`src/rtl/tenure_pkg.sv`:
```
package tenure_pkg;

    localparam int TENURE_FIELD_W = 5;
    localparam int TENURE_STEP_LOG2 = 3;
    localparam int CFG_REG_W = 8;
    localparam int CFG_ADDR_W = 8;
    localparam logic [CFG_ADDR_W-1:0] TENURE_REG_OFFSET = 8'h1B;

    typedef struct packed {
        logic frame_active;
        logic grant_held;
    } bus_obs_t;

    typedef enum logic [1:0] {
        TS_IDLE    = 2'd0,
        TS_RUNNING = 2'd1,
        TS_EXPIRED = 2'd2
    } tenure_state_e;

    function automatic bus_obs_t decode_obs(input logic frame_n, input logic gnt_n);
        bus_obs_t o;
        o.frame_active = ~frame_n;
        o.grant_held   = ~gnt_n;
        return o;
    endfunction

endpackage

```
`src/rtl/tenure_cfg_reg.sv`:
```
module tenure_cfg_reg
    import tenure_pkg::*;
#(
    parameter int ADDR_W = CFG_ADDR_W,
    parameter int REG_W = CFG_REG_W,
    parameter int FIELD_W = TENURE_FIELD_W,
    parameter logic [ADDR_W-1:0] OFFSET = TENURE_REG_OFFSET
) (
    input  logic              clk,
    input  logic              rst,
    input  logic              wr,
    input  logic [ADDR_W-1:0] addr,
    input  logic [REG_W-1:0]  wdata,
    output logic [REG_W-1:0]  rdata,
    output logic [FIELD_W-1:0] field
);
    localparam int FIELD_LSB = REG_W - FIELD_W;
    localparam logic [REG_W-1:0] WR_MASK = {{FIELD_W{1'b1}}, {FIELD_LSB{1'b0}}};

    logic [REG_W-1:0] reg_q;
    logic             hit;

    assign hit = (addr == OFFSET);

    always_ff @(posedge clk) begin
        if (rst) begin
            reg_q <= '0;
        end else if (wr && hit) begin
            reg_q <= wdata & WR_MASK;
        end
    end

    assign rdata = hit ? reg_q : '0;
    assign field = reg_q[REG_W-1:FIELD_LSB];

endmodule

```
`src/rtl/tenure_countdown.sv`:
```
module tenure_countdown
    import tenure_pkg::*;
#(
    parameter int FIELD_W = TENURE_FIELD_W,
    parameter int STEP_LOG2 = TENURE_STEP_LOG2,
    localparam int TW = FIELD_W + STEP_LOG2
) (
    input  logic               clk,
    input  logic               rst,
    input  bus_obs_t           obs,
    input  logic [FIELD_W-1:0] field,
    output logic               expired,
    output logic               start,
    output tenure_state_e      state,
    output logic [TW-1:0]      timer
);
    logic [TW-1:0] timer_q;
    logic [TW-1:0] load_val;
    logic          prev_active_q;

    assign load_val = TW'(field) << STEP_LOG2;
    assign start    = obs.frame_active && !prev_active_q;
    assign expired  = start ? (load_val == '0) : (timer_q == '0);

    always_ff @(posedge clk) begin
        if (rst) begin
            prev_active_q <= 1'b0;
            timer_q       <= '0;
        end else begin
            prev_active_q <= obs.frame_active;
            if (start) begin
                timer_q <= (load_val == '0) ? '0 : load_val - 1'b1;
            end else if (obs.frame_active && timer_q != '0) begin
                timer_q <= timer_q - 1'b1;
            end
        end
    end

    always_comb begin
        if (!obs.frame_active)  state = TS_IDLE;
        else if (expired)       state = TS_EXPIRED;
        else                    state = TS_RUNNING;
    end

    assign timer = timer_q;

endmodule

```
`src/rtl/tenure_release.sv`:
```
module tenure_release
    import tenure_pkg::*;
(
    input  bus_obs_t      obs,
    input  tenure_state_e state,
    output logic          end_burst
);
    always_comb begin
        end_burst = 1'b0;
        if (state == TS_EXPIRED && !obs.grant_held) begin
            end_burst = 1'b1;
        end
    end
endmodule

```
`src/rtl/tenure_timer_top.sv`:
```
module tenure_timer_top
    import tenure_pkg::*;
#(
    parameter int ADDR_W = CFG_ADDR_W,
    parameter int REG_W = CFG_REG_W,
    parameter int FIELD_W = TENURE_FIELD_W,
    parameter int STEP_LOG2 = TENURE_STEP_LOG2,
    parameter logic [ADDR_W-1:0] OFFSET = TENURE_REG_OFFSET
) (
    input  logic              clk,
    input  logic              rst,
    input  logic [ADDR_W-1:0] cfg_addr,
    input  logic              cfg_wr,
    input  logic [REG_W-1:0]  cfg_wdata,
    output logic [REG_W-1:0]  cfg_rdata,
    input  logic              frame_n,
    input  logic              gnt_n,
    output logic              end_burst
);
    localparam int TW = FIELD_W + STEP_LOG2;

    bus_obs_t           obs;
    logic [FIELD_W-1:0] field_w;
    logic [TW-1:0]      timer_w;
    logic               expired_w;
    logic               start_w;
    tenure_state_e      state_w;

    assign obs = decode_obs(frame_n, gnt_n);

    tenure_cfg_reg #(
        .ADDR_W(ADDR_W), .REG_W(REG_W), .FIELD_W(FIELD_W), .OFFSET(OFFSET)
    ) u_cfg (
        .clk(clk), .rst(rst), .wr(cfg_wr), .addr(cfg_addr),
        .wdata(cfg_wdata), .rdata(cfg_rdata), .field(field_w)
    );

    tenure_countdown #(
        .FIELD_W(FIELD_W), .STEP_LOG2(STEP_LOG2)
    ) u_cnt (
        .clk(clk), .rst(rst), .obs(obs), .field(field_w),
        .expired(expired_w), .start(start_w), .state(state_w), .timer(timer_w)
    );

    tenure_release u_rel (
        .obs(obs), .state(state_w), .end_burst(end_burst)
    );

endmodule

```
`config.mk`:
```
export PLATFORM = sky130hd
export DESIGN_NAME = tenure_timer_top
export DESIGN_NICKNAME = d
export VERILOG_FILES = /design/src/rtl/tenure_pkg.sv /design/src/rtl/tenure_cfg_reg.sv /design/src/rtl/tenure_countdown.sv /design/src/rtl/tenure_release.sv /design/src/rtl/tenure_timer_top.sv
export SDC_FILE = /design/constraint.sdc
export NUM_CORES = 1
export LEC_CHECK = 0
export ABC_AREA = 1
export ABC_CLOCK_PERIOD_IN_PS = 3100
export BUFFER_PORTS_ARGS = -buffer_cell sky130_fd_sc_hd__buf_2
export CORE_MARGIN = 5
export CORE_UTILIZATION = 54
export CTS_CLUSTER_SIZE = 14
export DETAILED_ROUTE_END_ITERATION = 16
export PLACE_DENSITY_LB_ADDON = 0.08
export SETUP_SLACK_MARGIN = 0.4
export SYNTH_ARGS = -nofsm -noshare
export SYNTH_HDL_FRONTEND = slang
export SYNTH_SLANG_ARGS = --single-unit
```
`constraint.sdc`:
```
create_clock -name clk -period 3.1 [get_ports clk]
set_input_delay 0.62 -clock clk [delete_from_list [all_inputs] [get_ports clk]]
set_output_delay 0.62 -clock clk [all_outputs]
set_load 0.01 [all_outputs]
```
Yosys cells after proc, flatten, opt, wreduce, memory -nomap -nowiden
Cells that the tools add are included.

word-level totals
  bits of input ports = 21
  flip-flop bits (word level) = 14
  output and inout port bits = 9
  logic and storage cells = 25

cells by class
  multiplexer cells = 8
  reduce and logical (&&, ||, !) cells = 9
  equality and inequality tests = 2
  bitwise operators = 1
  $add $sub $neg = 2

operator list
  kind                                              number
  2-to-1 mux 8 bit                                  4
  zero test 8 bit                                   2
  subtractor 8 x 1 -> 8 bit, second input constant  2
  == test 8 x 5 -> 1 bit, second input constant     1
  nonzero test 8 bit                                1
  logical AND 1 bit                                 4
  2-to-1 mux 2 bit                                  2
  == test 2 bit, second input constant              1
  2-to-1 mux 1 bit                                  2
  nonzero test 2 bit                                1
  zero test 1 bit                                   1
  inverter 1 bit                                    1

Longest topological paths before layout
  word-level depth = 8
  gate-level depth with buffers = 10
  mapped depth without buffers = 10

By module
A second synthesis with hierarchy kept.

second synthesis, totals
  cell total of the unflattened synthesis = 195
  area, all modules = 1114.8 µm²

by module, submodules not included
  module            sequential area each (µm²)  cells an instance  instances  area an instance (µm²)
  tenure_countdown  180.2                       122                1          721.9
  tenure_cfg_reg    100.1                       68                 1          371.6
  tenure_release    0.0                         3                  1          13.8
  tenure_timer_top  0.0                         2                  1          7.5

Worst setup path after synthesis
No wires, ideal clock.

  path type = input -> output
  start point = input port cfg_addr[1]
  end point = output port cfg_rdata[3]
  path slack = 1313 ps
  stages = 4
  required time = 2480 ps
  buffers on the path = 0
  arrival = 1167 ps
  cells stage by stage = nand2_1 nor3b_2 nand2_1 nor2_1

between the ends
  word-level cells in the longest chain between the ends = 2

RTL lines
  item                    RTL line                source
  from (decl)             tenure_timer_top.sv:12  input logic [ADDR_W-1:0] cfg_addr,
  == test 8 x 5 -> 1 bit  tenure_cfg_reg.sv:23    assign hit = (addr == OFFSET);
  2-to-1 mux 8 bit        tenure_cfg_reg.sv:33    assign rdata = hit ? reg_q : '0;
  to (decl)               tenure_timer_top.sv:15  output logic [REG_W-1:0] cfg_rdata,

Every way passes these cells.

Worst setup path after layout
  start point = register u_cfg.reg_q[3]
  end point = output port end_burst

between the ends
  word-level cells in the longest chain between the ends = 7

RTL lines
  item                    RTL line                source
  from (decl)             tenure_cfg_reg.sv:20    logic [REG_W-1:0] reg_q;
  from (signal assigned)  tenure_cfg_reg.sv:29    reg_q <= wdata & WR_MASK;
  zero test 8 bit         tenure_countdown.sv:23  assign expired = start ? (load_val == '0) : (timer_q == '0);
  2-to-1 mux 1 bit        tenure_countdown.sv:23
  2-to-1 mux 2 bit        tenure_countdown.sv:41  else if (expired) state = TS_EXPIRED;
  2-to-1 mux 2 bit        tenure_countdown.sv:40  if (!obs.frame_active) state = TS_IDLE;
  == test 2 bit           tenure_release.sv:10    if (state == TS_EXPIRED && !obs.grant_held) begin
  logical AND 1 bit       tenure_release.sv:10
  2-to-1 mux 1 bit        tenure_release.sv:10
  to (decl)               tenure_timer_top.sv:18  output logic end_burst

Every way passes these cells.

==> metrics.cfg <==
[outcome]
status = finished clean

[global_route]
grt_pass1_wl_um = 3930
grt_pass1_vias = 1018
overflow = 0
grtUsageMet2_pct = 30.6
grt_busiest_layer = met2
grtUsageMet1_pct = 22.4
track_usage_pct = 19.1
antenna_found_initial = 0
met3_usage_pct = 4.79
grt_max_degree = 12

[sta]
setup-violations-final = 0
final-hold-violation-count = 0
min_period_over_period_pct = 71.1
rsz0062_at_grt = no
finClkSkew_ns = 0.00766
fin_tns_setup_ns = 0
min_period_ns = 2.20
fmax_ghz = 0.454
drv_slew = 0
worst_slack_ns = 0.897

[critical_path]
cp_max_fo = 6
crit_required_ns = 2.48
slowest_stage = dfxtp_1
r2r_start = u_cfg.reg_q[3]
cp_num_buf_inv = 2
timing.rr.end = u_cnt.timer[6]
critPathMaxStageDelay_ns = 0.31
worstPathCellList = inv_1, ha_1, nand3_1, nand2_1, nand3_1, a21oi_1, buf_2
worstRegToRegCells = 9
r2r_slack_ns = 1.68
crit_family = simple AND/OR/NAND/NOR gates
end_kind = output pin
cp.depth = 7
crit_arrival_ns = 1.58
cp_common_cell = nand3_1
startpoint_type = flop
path_class = reg2out

[placed_design]
io_buffers = 23
gp_congestion = 0.841
post_dp_cell_area_um2 = 1150
dpl_worst_slack_ns = 1.10
dp_hpwl_um = 1740

[clocking]
htree_levels = 1
holdBufCountCts = 0
cts_made_buffers = 3
cts_setup_buffers = 0
clkSlewWorstSetupHoldPaths_ns = 0.08
cts_tree = yes
cts_sinks = 14
clk_latency_ns = 0.28
cts_resized = 0
cts.path.max_buffers = 2
clockRootBuffer = clkbuf_4

[yosys]
ys_seq_area_share_pct = 27.5
synthesis.area_um2 = 1020
synth.top_cell.area_share_pct = 27.5
ys_seq_elements = 14
ys_types = 23
yosys.area.top_type = dfxtp_1
yosys-top-cells-area = dfxtp_1 27%, nand2_1 19%, nor2_1 14%
ys_warn_count = 0
synthCells = 170
syn_avg_cell_area_um2 = 6.01

[pwr]
finalPower_w = 0.000466
ir_worst_vdd_mv = 0.249
comb_power_share_pct = 32.8
swShare_pct = 36.1
clockPowerShare_pct = 22.0
cellPowerDensity_nw_per_um2 = 398
p_sw_w = 0.000168
leakagePower_nw = 0.665
power_frac_seq_pct = 45.2
internal-power_w = 0.000298

[drt]
drt-total-wl_um = 2140
dr.pass1.iters = 4
post_drt_wl_per_cell_um = 9.79
num_vias = 1025
drc = 0
drt_iter0_drc = 20
vias_per_cell = 4.68
ant_nets = 0

[finish]
layout_commonest_cell = nand2_1
final_cell_area_um2 = 1170
fin_nets = 220
post-route-util_pct = 66.4
final_cell_mix = 52 x nand2_1, 38 x nor2_1, 23 x buf_2
area_growth_pct = 14.7
antenna_cells = 0
drive_above_1_share_pct = 20.1

[die]
die-height_um = 53.5
initial_core_util_pct = 57.9
die_w_um = 53.5
core_um2 = 1760
num_rows = 15
ios = 30
dieArea_um2 = 2860

[worst_hold_path]
holdPathStages = 2
holdPathEnd = u_cnt.timer[1]
hp-class = reg2reg
min_from = u_cnt.timer[1]

[job]
drv_cap = 0

-- registers in the layout (all words and copies together) (netlist names) --
register / cells
u_cfg.reg_q: 5
u_cnt.timer: 8
u_cnt.prev_active_q: 1
-- power groups by stage --
stage	combinational, W	clock, W	sequential, W
floorplan	0.000122	0	0.000211
global placement	0.000147	0	0.000214
detailed placement	0.000152	0	0.000215
CTS	0.000153	0.000111	0.000210
global route	0.000177	0.000119	0.000213
finish	0.000153	0.000102	0.000211
-- kinds of logic after synthesis --
family | Yosys count | share of synthesized area, %
XOR/XNOR | 1 | 0.858
other | 1 | 0.367
flip-flops | 14 | 27.5
buffers and inverters | 27 | 11.0
adder cells (fa/ha/maj) | 3 | 3.68
AND/OR/NAND/NOR | 114 | 51.7
AO/OA/AOI/OAI | 10 | 4.90
-- worst max path at each step --
stage                   start      endpoint  slack [ns]
2_1_floorplan     cfg_addr[1]  cfg_rdata[3]        1.31
3_3_place_gp          frame_n     end_burst        1.13
3_5_place_dp      cfg_addr[5]  cfg_rdata[7]        1.10
4_1_cts        u_cfg.reg_q[3]     end_burst        0.89
5_1_grt        u_cfg.reg_q[3]     end_burst        0.71
6_report       u_cfg.reg_q[3]     end_burst        0.90
-- synth_stat cells --
| cell | n |
|---|---|
| buf_4 | 3 |
| xor2_1 | 1 |
| nor3b_2 | 1 |
| nor2_1 | 38 |
| nand4_1 | 2 |
| nor2_8 | 1 |
| inv_2 | 2 |
| o21ai_1 | 1 |
| o21ai_0 | 5 |
| ha_1 | 3 |
| nand2_4 | 1 |
| a21oi_1 | 4 |
| nand2_1 | 52 |
| conb_1 | 1 |
| nor3_2 | 1 |
| clkbuf_1 | 1 |
| dfxtp_1 | 14 |
| inv_1 | 21 |
| nand2_2 | 3 |
| nand3_2 | 1 |
| nand3_4 | 1 |
| nand3_1 | 11 |
| nor2_4 | 2 |
-- routing by layer --
| metal | part of all wire [%] | routed length [um] |
|---|---|---|
| met4 | 1.7 | 36 |
| met5 | 0 | 0 |
| met1 | 47 | 1010 |
| met2 | 46 | 996 |
| met3 | 4.5 | 96 |
-- layout make-up --
| class | count | area (um^2) |
|---|---|---|
| clock buffers | 3 | 22.5 |
| fillers | 193 | 593 |
| inverters | 23 | 86.3 |
| multi-input cells | 131 | 636 |
| flip-flops and latches | 14 | 280 |
| well taps | 25 | 31.3 |
| repair buffers | 23 | 115 |
-- metrics by stage --
| step | hold WS [ns] | std cells |
|---|---|---|
| after floorplan | 0.451 | 172 |
| after global placement | 0.475 | 216 |
| after detailed placement | 0.479 | 216 |
| after CTS | 0.492 | 219 |
| after global routing | 0.515 | 219 |
| final | 0.486 | 219 |
-- worst reg2reg max path: cells and delay by family, from the launching register on --
kind	cells	cell delay, ns
AND/OR/NAND/NOR	6	0.51
flip-flops	1	0.31
buffers and inverters	2	0.24
adder cells (fa/ha/maj)	1	0.24
No activity file was read; power rests on OpenSTA's default activity.
